## config.mk

```make
export PLATFORM = sky130hd
export DESIGN_NAME = acc4_core
export DESIGN_NICKNAME = d
export VERILOG_FILES = /design/src/rtl/acc4_pkg.sv /design/src/rtl/acc4_alu.sv /design/src/rtl/acc4_ctrl.sv /design/src/rtl/acc4_datapath.sv /design/src/rtl/acc4_core.sv
export SDC_FILE = /design/constraint.sdc
export NUM_CORES = 1
export LEC_CHECK = 0
export CAP_MARGIN = 0
export CORE_UTILIZATION = 55
export DETAILED_ROUTE_END_ITERATION = 7
export PLACE_DENSITY = 0.78
export SKIP_CTS_REPAIR_TIMING = 1
export SLEW_MARGIN = 5
export SYNTH_ARGS = -nofsm -noshare
export SYNTH_HDL_FRONTEND = slang
export SYNTH_SLANG_ARGS = --single-unit
```

## constraint.sdc

```tcl
create_clock -name clk -period 3.4 [get_ports clk]
set_input_delay 0.51 -clock clk [delete_from_list [all_inputs] [get_ports clk]]
set_output_delay 0.51 -clock clk [all_outputs]
set_load 0.01 [all_outputs]
```

## src/rtl/acc4_pkg.sv

```systemverilog
package acc4_pkg;

  typedef enum logic [3:0] {
    OP_NOP  = 4'h0, OP_JMP  = 4'h1, OP_JPO  = 4'h2, OP_OUT  = 4'h3,
    OP_LDA  = 4'h4, OP_SWP  = 4'h5, OP_INV  = 4'h6, OP_JMZ  = 4'h7,
    OP_JME  = 4'h8, OP_NAND = 4'h9, OP_NOR  = 4'hA, OP_XOR  = 4'hB,
    OP_ADD  = 4'hC, OP_SUB  = 4'hD, OP_ADS  = 4'hE, OP_SBS  = 4'hF
  } opcode_e;

  typedef enum logic [2:0] {
    ST_ADDR  = 3'd0,
    ST_FETCH = 3'd1,
    ST_EXEC  = 3'd2,
    ST_OPND  = 3'd3,
    ST_PTR   = 3'd4,
    ST_ALU   = 3'd5
  } step_e;

  typedef enum logic [2:0] {
    ALU_ADD  = 3'd0,
    ALU_SUB  = 3'd1,
    ALU_NAND = 3'd2,
    ALU_NOR  = 3'd3,
    ALU_XOR  = 3'd4
  } alu_op_e;

  typedef struct packed {
    logic    marFromPc;
    logic    marFromMem;
    logic    irLoad;
    logic    pcInc;
    logic    pcLoad;
    logic    accLoadMem;
    logic    accLoadAlu;
    logic    accInv;
    logic    swapEx;
    logic    bFromMem;
    logic    bFromSwp;
    logic    ovfWr;
    logic    outLoad;
    alu_op_e aluOp;
  } ctrl_strobe_t;

endpackage

```

## src/rtl/acc4_alu.sv

```systemverilog
module acc4_alu
  import acc4_pkg::*;
#(
  parameter int WORD_W = 4
) (
  input  logic [WORD_W-1:0] opA,
  input  logic [WORD_W-1:0] opB,
  input  alu_op_e           aluOp,
  output logic [WORD_W-1:0] result,
  output logic              carryOut
);

  logic [WORD_W:0] wide;

  always_comb begin
    case (aluOp)
      ALU_ADD:  wide = {1'b0, opA} + {1'b0, opB};
      ALU_SUB:  wide = {1'b0, opA} - {1'b0, opB};
      ALU_NAND: wide = {1'b0, ~(opA & opB)};
      ALU_NOR:  wide = {1'b0, ~(opA | opB)};
      ALU_XOR:  wide = {1'b0, opA ^ opB};
      default:  wide = '0;
    endcase
  end

  assign result   = wide[WORD_W-1:0];
  assign carryOut = wide[WORD_W];

endmodule

```

## src/rtl/acc4_ctrl.sv

```systemverilog
module acc4_ctrl
  import acc4_pkg::*;
(
  input  logic         clk,
  input  logic         rst,
  input  logic [3:0]   opBits,
  input  logic         ovfFlag,
  output ctrl_strobe_t cs,
  output step_e        step
);

  opcode_e op;
  step_e   nextStep;
  logic    isArith;

  assign op      = opcode_e'(opBits);
  assign isArith = (op == OP_ADD) || (op == OP_SUB) || (op == OP_ADS) || (op == OP_SBS);

  always_ff @(posedge clk) begin
    if (rst) step <= ST_ADDR;
    else     step <= nextStep;
  end

  always_comb begin
    cs       = '0;
    nextStep = ST_ADDR;
    case (step)
      ST_ADDR: begin
        cs.marFromPc = 1'b1;
        nextStep     = ST_FETCH;
      end
      ST_FETCH: begin
        cs.irLoad = 1'b1;
        cs.pcInc  = 1'b1;
        nextStep  = ST_EXEC;
      end
      ST_EXEC: begin
        case (op)
          OP_NOP, OP_JMZ, OP_JME: nextStep = ST_ADDR;
          OP_OUT: cs.outLoad = 1'b1;
          OP_SWP: cs.swapEx  = 1'b1;
          OP_INV: cs.accInv  = 1'b1;
          OP_ADS, OP_SBS: begin
            cs.bFromSwp = 1'b1;
            nextStep    = ST_ALU;
          end
          default: begin
            cs.marFromPc = 1'b1;
            nextStep     = ST_OPND;
          end
        endcase
      end
      ST_OPND: begin
        case (op)
          OP_JMP: cs.pcLoad = 1'b1;
          OP_JPO: begin
            cs.pcLoad = ovfFlag;
            cs.pcInc  = !ovfFlag;
          end
          default: begin
            cs.marFromMem = 1'b1;
            cs.pcInc      = 1'b1;
            nextStep      = ST_PTR;
          end
        endcase
      end
      ST_PTR: begin
        if (op == OP_LDA) begin
          cs.accLoadMem = 1'b1;
        end else begin
          cs.bFromMem = 1'b1;
          nextStep    = ST_ALU;
        end
      end
      ST_ALU: begin
        cs.accLoadAlu = 1'b1;
        cs.ovfWr      = isArith;
        case (op)
          OP_NAND:        cs.aluOp = ALU_NAND;
          OP_NOR:         cs.aluOp = ALU_NOR;
          OP_XOR:         cs.aluOp = ALU_XOR;
          OP_SUB, OP_SBS: cs.aluOp = ALU_SUB;
          default:        cs.aluOp = ALU_ADD;
        endcase
      end
      default: nextStep = ST_ADDR;
    endcase
  end

endmodule

```

## src/rtl/acc4_datapath.sv

```systemverilog
module acc4_datapath
  import acc4_pkg::*;
#(
  parameter int WORD_W = 4
) (
  input  logic              clk,
  input  logic              rst,
  input  logic              loadEn,
  input  logic [WORD_W-1:0] loadAddr,
  input  logic [WORD_W-1:0] loadData,
  input  ctrl_strobe_t      cs,
  output logic [WORD_W-1:0] irVal,
  output logic              ovfVal,
  output logic [WORD_W-1:0] pcVal,
  output logic [WORD_W-1:0] accVal,
  output logic [WORD_W-1:0] swpVal,
  output logic [WORD_W-1:0] outData,
  output logic              outValid
);

  localparam int DEPTH = 1 << WORD_W;

  logic [WORD_W-1:0] mem [DEPTH];
  logic [WORD_W-1:0] mar;
  logic [WORD_W-1:0] bReg;
  logic [WORD_W-1:0] memRd;
  logic [WORD_W-1:0] aluRes;
  logic              aluCarry;

  for (genvar i = 0; i < DEPTH; i++) begin : g_word
    always_ff @(posedge clk) begin
      if (loadEn && loadAddr == WORD_W'(i)) mem[i] <= loadData;
    end
  end

  assign memRd = mem[mar];

  acc4_alu #(.WORD_W(WORD_W)) u_alu (
    .opA      (accVal),
    .opB      (bReg),
    .aluOp    (cs.aluOp),
    .result   (aluRes),
    .carryOut (aluCarry)
  );

  always_ff @(posedge clk) begin
    if (rst) begin
      pcVal    <= '0;
      mar      <= '0;
      irVal    <= '0;
      accVal   <= '0;
      swpVal   <= '0;
      bReg     <= '0;
      ovfVal   <= 1'b0;
      outData  <= '0;
      outValid <= 1'b0;
    end else begin
      if (cs.marFromPc)       mar <= pcVal;
      else if (cs.marFromMem) mar <= memRd;

      if (cs.irLoad) irVal <= memRd;

      if (cs.pcLoad)     pcVal <= memRd;
      else if (cs.pcInc) pcVal <= pcVal + WORD_W'(1);

      if (cs.accLoadMem)      accVal <= memRd;
      else if (cs.accLoadAlu) accVal <= aluRes;
      else if (cs.accInv)     accVal <= ~accVal;
      else if (cs.swapEx)     accVal <= swpVal;

      if (cs.swapEx) swpVal <= accVal;

      if (cs.bFromMem)      bReg <= memRd;
      else if (cs.bFromSwp) bReg <= swpVal;

      if (cs.ovfWr) ovfVal <= aluCarry;

      outValid <= cs.outLoad;
      if (cs.outLoad) outData <= accVal;
    end
  end

endmodule

```

## src/rtl/acc4_core.sv

```systemverilog
module acc4_core
  import acc4_pkg::*;
#(
  parameter int WORD_W = 4
) (
  input  logic              clk,
  input  logic              rst,
  input  logic              loadEn,
  input  logic [WORD_W-1:0] loadAddr,
  input  logic [WORD_W-1:0] loadData,
  output logic [WORD_W-1:0] outData,
  output logic              outValid
);

  ctrl_strobe_t      cs;
  step_e             step;
  logic [WORD_W-1:0] irVal;
  logic [WORD_W-1:0] pcVal;
  logic [WORD_W-1:0] accVal;
  logic [WORD_W-1:0] swpVal;
  logic              ovfVal;

  acc4_ctrl u_ctrl (
    .clk     (clk),
    .rst     (rst),
    .opBits  (irVal[3:0]),
    .ovfFlag (ovfVal),
    .cs      (cs),
    .step    (step)
  );

  acc4_datapath #(.WORD_W(WORD_W)) u_dp (
    .clk      (clk),
    .rst      (rst),
    .loadEn   (loadEn),
    .loadAddr (loadAddr),
    .loadData (loadData),
    .cs       (cs),
    .irVal    (irVal),
    .ovfVal   (ovfVal),
    .pcVal    (pcVal),
    .accVal   (accVal),
    .swpVal   (swpVal),
    .outData  (outData),
    .outValid (outValid)
  );

endmodule

```

* Word-level counts from Yosys, hierarchy flattened
Memories as Yosys holds them, arrays and structs flattened. A register that Yosys moved wholly into a read port is not among the register bits. Cells that the tools add are included.
Word-level totals: logic and storage cells 225, memories kept 1, memory bits (writable) 64, bits in read-only memories 0, bits in registers 33, latch bits 0
Memory list:
- u_dp.mem | depth 16, bits a word 4, rd ports 1, clocked after Yosys merged registers in 1, wr ports 1, line acc4_datapath.sv:23 | logic [WORD_W-1:0] mem [DEPTH];
Operators by class: add/sub/neg operators 3, order comparisons 0, multiply operators 0, div/mod/pow operators 0, reductions and logical operators 48, shift-type cells 0, equality and inequality tests 39, bitwise operators 6, multiplexer cells 118
Operators with widths (count):
- 4-bit two-way mux | 42
- 4-bit equality test, second input constant | 16
- 1-bit two-way mux | 64
- 4-bit OR reduction | 15
- 4-bit by 3-bit equality test with 1-bit output, second input constant | 8
- 5-bit case mux with 5 select lines | 1
- 4-bit by 2-bit equality test with 1-bit output, second input constant | 4
- 1-bit logical AND | 16
- 3-bit case mux with 5 select lines | 1
- 3-bit by 2-bit equality test with 1-bit output, second input constant | 4
- 4-bit NOT | 3
- 3-bit case mux with 4 select lines | 1
- 3-bit equality test, second input constant | 3
- 3-bit two-way mux | 3
- 4-bit by 1-bit equality test with 1-bit output, second input constant | 2
- 4-bit zero test | 2
- 1-bit case mux with 2 select lines | 4
- 8-bit OR reduction | 1
- 3-bit by 1-bit equality test with 1-bit output, second input constant | 2
- 3-bit zero test | 2
- 3-bit case mux with 2 select lines | 1
- 2-bit nonzero test | 3
- 2-bit OR reduction | 3
- 6-bit OR reduction | 1
- 10 further kinds | 12

* Longest topological paths before layout
Gate-level depths: netlist of run 1.
depth after elaboration 20, depth in mapped cells 13, gate-level depth less buffers 11

* Modules after synthesis
From an unflattened synthesis of run 1, not the netlist that was laid out.
Unflattened totals: cells, all modules 376, area, all modules 4963.5 um^2
Modules (own cells, without submodules):
- acc4_datapath | seq. area each 2602.5 um^2, times used 1, cells each 258, area each 4047.6 um^2
- acc4_alu | seq. area each 0.0 um^2, times used 1, cells each 66, area each 528.0 um^2
- acc4_ctrl | seq. area each 60.1 um^2, times used 1, cells each 52, area each 387.9 um^2

* Worst setup path after synthesis of run 1
No wires, ideal clock.
path kind reg2reg, start point register u_ctrl.step[2], end point register u_dp.accVal[2], clock period less this slack 2.479 ns, setup slack 0.921 ns, setup time 0.091 ns, cell stages (with the launch flop) 14, arrival time 2.389 ns, cells stage by stage dfxtp_1 > buf_2 > buf_6 > nand3b_2 > nor2_1 > nand2_1 > mux2i_1 > inv_1 > fa_1 > xnor2_1 > o21ai_0 > o211ai_1 > nand3_1 > a311oi_1
On the way: longest elaborated chain between the ends 6
Ends and longest elaborated chain:
- start, declared | line acc4_ctrl.sv:9 | output step_e step
- start signal, assigned | line acc4_ctrl.sv:21 | else step <= nextStep;
- 3-bit equality test | line acc4_ctrl.sv:27 | case (step)
- 3-bit two-way mux | line acc4_ctrl.sv:27
- 3-bit equality test (tied with other cells) | line acc4_alu.sv:16 | case (aluOp)
- 5-bit case mux with 5 select lines | line acc4_alu.sv:16
- 4-bit two-way mux | line acc4_datapath.sv:67 | else if (cs.accLoadAlu) accVal <= aluRes;
- 4-bit two-way mux | line acc4_datapath.sv:66 | if (cs.accLoadMem) accVal <= memRd;
- end signal, assigned | line acc4_datapath.sv:66
- end signal, assigned | line acc4_datapath.sv:67
- end signal, assigned | line acc4_datapath.sv:68 | else if (cs.accInv) accVal <= ~accVal;
- end, declared | line acc4_datapath.sv:15 | output logic [WORD_W-1:0] accVal,
Parallel ways exist; a longest one is shown, timed or not. A chain may end at the register's enable or synchronous reset.

* Worst setup path in the final report of run 1
start point register u_ctrl.step[0], end point register u_dp.accVal[2]
Same word-level chain as after synthesis.

==> impl_metrics.tcl, run 1 <==
set metrics [dict create \
    async_flop_share_pct 0 \
    syn_nets 428 \
    arrival_ns 3.09 \
    drc 0 \
    route.final.wire_length_um 9490 \
    synth_cell_types 67 \
    clk_latency_ns 0.37 \
    hold_viol 0 \
    ir_worst_vdd_v 0.000437 \
    synth_compound_area_share_pct 13.3 \
    antenna_found_initial 0 \
    p_comb_share_pct 16.1 \
    r2r_end "u_dp.accVal[2]$_SDFFE_PP0P_" \
    ys.flop_type "edfxtp_1" \
    period_needed_ns 2.82 \
    synth-seq-cells 101 \
    postRouteAntennaNets 0 \
    wl_per_cell_um 18.1 \
    avgViaCountPerCell 6.12 \
    yosys-top-cells-count "edfxtp_1, nor2_1, dfxtp_1" \
    synth_xor_area_share_pct 1.44 \
    io_buffers 15 \
    p_total_w 0.00252 \
    cap_violations 0 \
    clock_tree.buffer_depth 2 \
    startpoint "u_ctrl.step[0]$_SDFF_PP0_" \
    slew_viol_final 0 \
    grt_max_degree 25 \
    grt.total_usage_pct 22.3 \
    syn_avg_cell_area_um2 12.1 \
    htreeDepth 3 \
    nFillCells 640 \
    post-synth-top-area-cell "edfxtp_1" \
    core_area_um2 8380 \
    rows 33 \
    max_stage_delay_ns 0.55 \
    netSwitchingFraction_pct 28.2 \
    route.vias.total 3214 \
    path_class "flip-flop to flip-flop" \
    grt.overflow.total 0 \
    syn_inst 402 \
    crit_slowest_cell "dfxtp_1" \
    final_core_util_pct 62.7 \
    synth-adder-area-share_pct 4.01 \
    p_per_area_nw_per_um2 479 \
    synth_mux_area_share_pct 9.25 \
    relSlewSlack_pct 50.5 \
    fp.dieW_um 96.1 \
    end_kind "flip-flop" \
    initial_core_util_pct 58.1 \
    power.switching_w 0.000711 \
    min_path_type "flip-flop to flip-flop" \
    start_kind "flip-flop" \
    ys_seq_area_share_pct 54.7 \
    cts.sinks 101 \
    yosys_warnings 0 \
    seqPwrFrac_pct 55.9 \
    max_freq_mhz 355 \
    status "finished clean" \
    grt_pass1_wl_um 15100 \
    p_int_w 0.00181 \
    synth_top_area_share_pct 39.5 \
    cts_made_buffers 9 \
    synth-simple-area-share_pct 13.5 \
    hpwl_um 6890 \
    rsz0062_at_grt "no" \
    cts-root-buf "clkbuf_8" \
    nets 441 \
    yosysMostFrequentCell "edfxtp_1" \
    p_leak_nw 1.75 \
    io_pins 16 \
    power_frac_clock_pct 28.0 \
    clock_skew_ns 0.0124 \
    layout-drive-gt1-share_pct 12.6 \
    drtIter0Drc 198 \
    synth_top_family_by_area "simple AND/OR/NAND/NOR gates" \
    critPathMaxFanout 11 \
    synth_area_um2 4870 \
    syn2layout_area_growth_pct 7.97 \
    gp_congestion 0.909 \
    crit_end "u_dp.accVal[2]$_SDFFE_PP0P_" \
    die_h_um 96.1 \
    r2r_start "u_ctrl.step[0]$_SDFF_PP0_" \
    die-area_um2 9230 \
    required_ns 3.67 \
    worstMarginPinSlew_ns 0.740 \
    first_pass_iters 5 \
    grt_pass1_vias 3016 \
    final-setup-viol-count 0 \
    cp_cell_sequence "nand3b_2 > nor2_1 > nand2_1 > mux2i_1 > inv_1 > fa_1 > xnor2_1 > o21ai_0 > o211ai_1 > nand3_1 > a311oi_1" \
    tns_ns 0 \
    cts_tree "yes" \
    antennaDiodeCount 0 \
    clk_pin_slew_worst_paths_ns 0.10 \
    r2r_slack_ns 0.58 \
    synth_edf_count 64 \
    synth_top_cells_by_area "edfxtp_1, dfxtp_1, mux4_2" \
    reg2reg_depth 11 \
    min_period_over_period_pct 82.9 \
]
-- worst min-delay path by stage --
stage | startpoint | endpoint | slack, ns | cells after the start
global route | u_dp.outData[3]$_SDFFE_PP0P_ | u_dp.outData[3]$_SDFFE_PP0P_ | 0.53 | 2
CTS | u_dp.swpVal[0]$_SDFFE_PP0P_ | u_dp.bReg[0]$_SDFFE_PP0P_ | 0.51 | 2
finish | u_dp.outData[1]$_SDFFE_PP0P_ | u_dp.outData[1]$_SDFFE_PP0P_ | 0.50 | 2
floorplan | u_dp.swpVal[3]$_SDFFE_PP0P_ | u_dp.bReg[3]$_SDFFE_PP0P_ | 0.47 | 2
detailed placement | u_dp.outData[0]$_SDFFE_PP0P_ | u_dp.outData[0]$_SDFFE_PP0P_ | 0.48 | 2
global placement | u_dp.outData[3]$_SDFFE_PP0P_ | u_dp.outData[3]$_SDFFE_PP0P_ | 0.47 | 2
-- cells by family after synthesis --
family          after synthesis
simple gates                129
fa+ha+maj                    15
buf+inv                      35
flops                       101
mux                          23
compound gates               91
xor+xnor                      8
-- final cells by class --
cell class | count | area, µm² | area share, %
well taps | 105 | 131 | 2.50
multi-input cells | 266 | 2020 | 38.5
repair buffers | 21 | 195 | 3.71
clock buffers | 10 | 128 | 2.43
inverters | 16 | 60.1 | 1.14
clock inverters | 6 | 55.1 | 1.05
flip-flops and latches | 101 | 2660 | 50.7
-- per-stage QoR --
step                cell area, µm²  hold WS (ns)  std cells  setup slack [ns]
detailed placement            5070         0.479        509             0.622
global route                  5260         0.528        525             0.430
floorplan                     4870         0.468        402             0.921
global placement              5070         0.468        509             0.788
CTS                           5260         0.505        525             0.626
finish                        5260         0.501        525             0.582
-- power by group through the flow --
stage	logic (W)	clock network (W)	registers (W)
after floorplan	0.000344	0	0.00139
after global placement	0.000389	0	0.00143
after detailed placement	0.000399	0	0.00144
after CTS	0.000402	0.000717	0.00141
after global routing	0.000439	0.000766	0.00142
final	0.000405	0.000706	0.00141
-- routing by layer --
metal  global-route usage (%)  part of all wire, %  vias up
met3                     5.21                  4.8       17
li1                         -                    -     1537
met4                     6.59                  1.9        0
met2                     38.2                   51       95
met5                        0                    0        -
met1                     28.3                   42     1565
-- critical path, delay by kind of cell (launching register included) --
kind / cells / cell delay, ns
simple gates: 4 / 0.77
flops: 1 / 0.55
compound gates: 3 / 0.46
fa+ha+maj: 1 / 0.43
mux: 1 / 0.27
xor+xnor: 1 / 0.17
buf+inv: 1 / 0.10
-- flip-flops by register name, summed over array words and instances (netlist names), named ones only --
name           flops
u_dp.bReg          4
u_dp.mem          64
u_dp.ovfVal        1
u_dp.swpVal        4
u_dp.outValid      1
u_ctrl.step        3
u_dp.pcVal         4
u_dp.accVal        4
u_dp.outData       4
u_dp.irVal         4
u_dp.mar           4
-- cells in the final DEF, fill, tap and decap left out, types with 2 or more instances in the layout --
cell type / n
a22oi_1: 7
and3_1: 2
clkbuf_8: 9
inv_1: 16
a21oi_1: 32
nand2b_1: 6
o211ai_1: 2
inv_8: 2
xor2_1: 2
o2111ai_1: 3
dfxtp_1: 37
and3b_1: 2
clkdlybuf4s50_1: 15
nor2_1: 55
nor3b_2: 2
o21ai_0: 8
clkinvlp_4: 2
xnor2_1: 6
mux2i_1: 6
mux4_2: 15
nor3_1: 4
a311oi_1: 8
a211oi_1: 6
nand3b_1: 3
buf_4: 6
a32oi_1: 2
mux4_1: 2
clkinv_4: 2
a22o_1: 2
a221oi_1: 2
nand3_1: 6
nand2_1: 24
o21ai_1: 3
nor2b_1: 11
ha_1: 14
edfxtp_1: 64
(Power assumes the default switching activity.)
==> run 2: changes to the inputs <==
--- a/config.mk
+++ b/config.mk
@@ -8,7 +8,7 @@
 export CAP_MARGIN = 0
 export CORE_UTILIZATION = 55
 export DETAILED_ROUTE_END_ITERATION = 7
-export PLACE_DENSITY = 0.78
+export PLACE_DENSITY = 0.81
 export SKIP_CTS_REPAIR_TIMING = 1
 export SLEW_MARGIN = 5
 export SYNTH_ARGS = -nofsm -noshare
==> constraint.sdc (replaced) <==
create_clock -name clk -period 2.4 [get_ports clk]
set_input_delay 0.36 -clock clk [delete_from_list [all_inputs] [get_ports clk]]
set_output_delay 0.36 -clock clk [all_outputs]
set_load 0.01 [all_outputs]
==> impl_metrics.tcl, run 2 (synthesized netlist as in run 1, its figures left out) <==
set metrics [dict create \
    min_path_type "flip-flop to flip-flop" \
    route.final.wire_length_um 10000 \
    clk_latency_ns 0.37 \
    io_pins 16 \
    start_kind "flip-flop" \
    path_buf_inv 2 \
    grt_pass1_vias 3277 \
    syn2layout_area_growth_pct 11.7 \
    cts_tree "yes" \
    avgViaCountPerCell 6.15 \
    min_period_over_period_pct 95.5 \
    reg2reg_depth 10 \
    final.setup.worst_slack_ns 0.107 \
    rows 33 \
    largest_register "u_dp.mem" \
    initial_core_util_pct 58.1 \
    end_kind "flip-flop" \
    max_freq_mhz 436 \
    cpMostUsedCell "inv_1" \
    tns_ns 0 \
    antennaDiodeCount 0 \
    die_h_um 96.1 \
    slew_viol_final 0 \
    final_cell_mix "edfxtp_1, nor2_1, dfxtp_1, a21oi_1, nand2_1" \
    drtIter0Drc 187 \
    clk_pin_slew_worst_paths_ns 0.11 \
    worstMarginPinSlew_ns 0.582 \
    clock_tree.buffer_depth 2 \
    r2r_end "u_dp.accVal[2]$_SDFFE_PP0P_" \
    core_area_um2 8380 \
    htreeDepth 3 \
    hold_viol 0 \
    route.vias.total 3341 \
    max_stage_delay_ns 0.39 \
    min_delay_path_depth 2 \
    die-area_um2 9230 \
    status "finished clean" \
    cts.sinks 101 \
    grt.overflow.total 0 \
    critPathMaxFanout 5 \
    r2r_slack_ns 0.11 \
    layout-drive-gt1-share_pct 18.0 \
    largest_reg_flops 64 \
    relSlewSlack_pct 61.1 \
    min_from "u_dp.outData[1]$_SDFFE_PP0P_" \
    hpwl_um 7230 \
    nets 459 \
    final_common_cell "edfxtp_1" \
    antenna_found_initial 0 \
    cp_num_cells 10 \
    p_per_area_nw_per_um2 670 \
    period_needed_ns 2.29 \
    cts-root-buf "clkbuf_8" \
    final-setup-viol-count 0 \
    arrival_ns 2.57 \
    final_core_util_pct 64.9 \
    first_pass_iters 4 \
    cp_cell_sequence "inv_1 > ha_1 > mux2i_2 > inv_1 > fa_2 > xnor2_1 > o21ai_0 > o211ai_1 > nand3_1 > a311oi_1" \
    startpoint "u_dp.bReg[0]$_SDFFE_PP0P_" \
    drc 0 \
    ir_worst_vdd_v 0.000502 \
    io_buffers 15 \
    wl_per_cell_um 18.4 \
    grt_pass1_wl_um 16100 \
    gp_congestion 0.887 \
    cts_made_buffers 9 \
    grt.total_usage_pct 23.7 \
    required_ns 2.68 \
    r2r_start "u_dp.bReg[0]$_SDFFE_PP0P_" \
    cap_violations 0 \
    pre_cts_ws_ns 0.0444 \
    crit_slowest_cell "fa_2" \
    p_leak_nw 1.87 \
    clock_skew_ns 0.0115 \
    path_class "flip-flop to flip-flop" \
    worstHoldEndpoint "u_dp.outData[1]$_SDFFE_PP0P_" \
    grt_max_degree 20 \
    fp.dieW_um 96.1 \
    postRouteAntennaNets 0 \
    critPathTopFamily "adder cells" \
]
run 2: changes by cell type in the layout (fill, tap and decap cells not counted), moves of 2 or more:
cell	previous run	this run
buf_4	6	23
dfxtp_1	37	33
dfxtp_2	0	3
inv_6	0	3
clkinvlp_4	2	0
run 2: layout make-up:
cell class | instances | area [µm²]
flip-flops and latches | 101 | 2670
repair buffers | 39 | 343
fillers | 607 | 2940
well taps | 105 | 131
clock buffers | 9 | 124
multi-input cells | 266 | 2050
inverters | 16 | 60.1
clock inverters | 7 | 62.6
run 2: metal layers:
layer	global-route usage, %	wire (µm)
met4	9.08	240
met1	29.7	4090
met3	4.50	508
met2	40.6	5160
met5	0	0
run 2: worst max path at each step:
stage,end,slack [ns]
after global routing,u_dp.accVal[1]$_SDFFE_PP0P_,-0.03
after CTS,u_dp.accVal[2]$_SDFFE_PP0P_,0.005
after detailed placement,u_dp.accVal[2]$_SDFFE_PP0P_,0.04
after floorplan,u_dp.accVal[2]$_SDFFE_PP0P_,0.04
final,u_dp.accVal[2]$_SDFFE_PP0P_,0.11
after global placement,u_dp.accVal[2]$_SDFFE_PP0P_,0.21
run 2: stage by stage:
| step | hold slack (ns) | cell area (µm²) | cells | power, W |
|---|---|---|---|---|
| after floorplan | 0.459 | 4880 | 402 | 0.00246 |
| after global placement | 0.467 | 5220 | 525 | 0.00262 |
| after detailed placement | 0.486 | 5220 | 525 | 0.00264 |
| after CTS | 0.509 | 5410 | 541 | 0.00365 |
| after global routing | 0.523 | 5440 | 543 | 0.00379 |
| final | 0.504 | 5440 | 543 | 0.00364 |
run 2: worst min-delay path: cells and delay by family, from the launching register on:
kind | cells | cell delay, ns
DFF | 1 | 0.34
and+or+nand+nor | 1 | 0.07
AOI/OAI and AO/OA | 1 | 0.06
run 2: power breakdown:
| group | internal, W | switching [W] |
|---|---|---|
| clock network | 0.000403 | 0.000625 |
| registers | 0.00191 | 0.0000524 |
| logic | 0.000295 | 0.000360 |
| total | 0.00261 | 0.00104 |
==> run 3: changes to the inputs <==
--- a/config.mk
+++ b/config.mk
@@ -8,6 +8,7 @@
 export CAP_MARGIN = 0
 export CORE_UTILIZATION = 55
 export DETAILED_ROUTE_END_ITERATION = 7
+export GPL_TIMING_DRIVEN = 0
 export PLACE_DENSITY = 0.81
 export SKIP_CTS_REPAIR_TIMING = 1
 export SLEW_MARGIN = 5
==> impl_metrics.tcl, run 3 (synthesized netlist as in run 1, its figures left out) <==
set metrics [dict create \
    core_area_um2 8380 \
    clk_pin_slew_worst_paths_ns 0.10 \
    cts.sinks 101 \
    hold-worst-slack_ns 0.228 \
    drc 0 \
    antenna_found_initial 0 \
    route.final.wire_length_um 10400 \
    placed_cells_incl_taps 521 \
    end_kind "flip-flop" \
    cap_violations 0 \
    final_common_cell "edfxtp_1" \
    tns_ns 0 \
    ir_worst_vdd_v 0.000454 \
    max_freq_mhz 425 \
    place_area_um2 5160 \
    worstMarginPinSlew_ns 0.718 \
    wl_per_cell_um 19.0 \
    final_area_um2 5560 \
    p_leak_nw 1.92 \
    drtIter0Drc 190 \
    initial_core_util_pct 58.1 \
    status "finished clean" \
    grt.total_usage_pct 24.1 \
    grt_pass1_wl_um 16200 \
    nets 464 \
    p_per_area_nw_per_um2 673 \
    largest_reg_flops 64 \
    final_cell_mix "edfxtp_1, nor2_1, dfxtp_1, a21oi_1, nand2_1" \
    fp.dieW_um 96.1 \
    start_kind "flip-flop" \
    cts_made_buffers 9 \
    hold_viol 0 \
    critPathMaxFanout 6 \
    cts_tree "yes" \
    hpwl_um 7200 \
    die-area_um2 9230 \
    die_h_um 96.1 \
    postRouteAntennaNets 0 \
    min_path_type "primary input to flip-flop" \
    final-setup-viol-count 0 \
    slew_viol_final 0 \
    final_cells 548 \
    syn2layout_area_growth_pct 14.2 \
    nFillCells 617 \
    rows 33 \
    first_pass_iters 4 \
    grt_pass1_vias 3263 \
    clk_latency_ns 0.37 \
    min_period_over_period_pct 98.1 \
    layout-drive-gt1-share_pct 20.5 \
    cts-root-buf "clkbuf_8" \
    clock_tree.buffer_depth 2 \
    largest_register "u_dp.mem" \
    antennaDiodeCount 0 \
    grt_max_degree 20 \
    gp_congestion 0.886 \
    io_buffers 14 \
    period_needed_ns 2.35 \
    arrival_ns 2.64 \
    required_ns 2.69 \
    relSlewSlack_pct 51.8 \
    avgViaCountPerCell 6.25 \
    io_pins 16 \
    htreeDepth 3 \
    rsz0062_at_grt "yes" \
    seqCellArea_um2 2670 \
    path_class "flip-flop to flip-flop" \
    clock_skew_ns 0.00764 \
    grt.overflow.total 0 \
    multi_input_area_um2 2120 \
    route.vias.total 3423 \
]
## run 3: power breakdown
part           leakage (nW)  internal [W]  switching [W]  total, W
registers             0.879       0.00191      0.0000508   0.00196
logic                 0.938      0.000318       0.000388  0.000706
clock network         0.103      0.000435       0.000642   0.00108
total                  1.92       0.00266        0.00108   0.00374
## run 3: stage by stage
step / total power (W) / setup slack, ns / util, %
finish: 0.00374 / 0.0466 / 66.3
global route: 0.00389 / -0.0786 / 66.3
CTS: 0.00369 / -0.524 / 63.9
detailed placement: 0.00263 / -0.500 / 61.5
global placement: 0.00261 / -0.425 / 61.5
floorplan: 0.00246 / 0.0420 / -
## run 3: layout make-up
class                   count  share of cell area (%)
inverters                  16                    1.08
plain buffers              17                    2.50
flip-flops and latches    101                    48.0
clock inverters             6                    1.13
clock buffers              10                    2.48
repair buffers             27                    4.34
multi-input cells         266                    38.1
well taps                 105                    2.36
## run 3: per-layer routing
layer  global-route usage [%]  up-vias  part of all wire [%]
met5                        0        -                     0
met4                     8.21        0                   1.4
met3                     5.45       12                   5.3
met2                     41.3      111                    52
met1                     30.1     1706                    41
li1                         -     1594                     -
## run 3: final timing paths
| path | from | end | slack (ns) | depth (start not counted) |
|---|---|---|---|---|
| max reg2reg | u_ctrl.step[2]$_SDFF_PP0_ | u_dp.accVal[1]$_SDFFE_PP0P_ | 0.05 | 12 |
| max | u_ctrl.step[2]$_SDFF_PP0_ | u_dp.accVal[1]$_SDFFE_PP0P_ | 0.05 | 12 |
| min | rst | u_dp.accVal[0]$_SDFFE_PP0P_ | 0.23 | 2 |
| min reg2reg | u_dp.outData[1]$_SDFFE_PP0P_ | u_dp.outData[1]$_SDFFE_PP0P_ | 0.50 | 2 |
## run 3: worst max-delay path: stages (launching register included)
cell and delay (ns):
dfxtp_2 0.34, buf_6 0.09, buf_8 0.11, nand3b_4 0.12, nor2_4 0.17, nand2_2 0.10, mux2i_2 0.24, inv_2 0.06
fa_2 0.40, o21bai_1 0.18, o211ai_1 0.12, nand3_1 0.10, a311oi_1 0.26
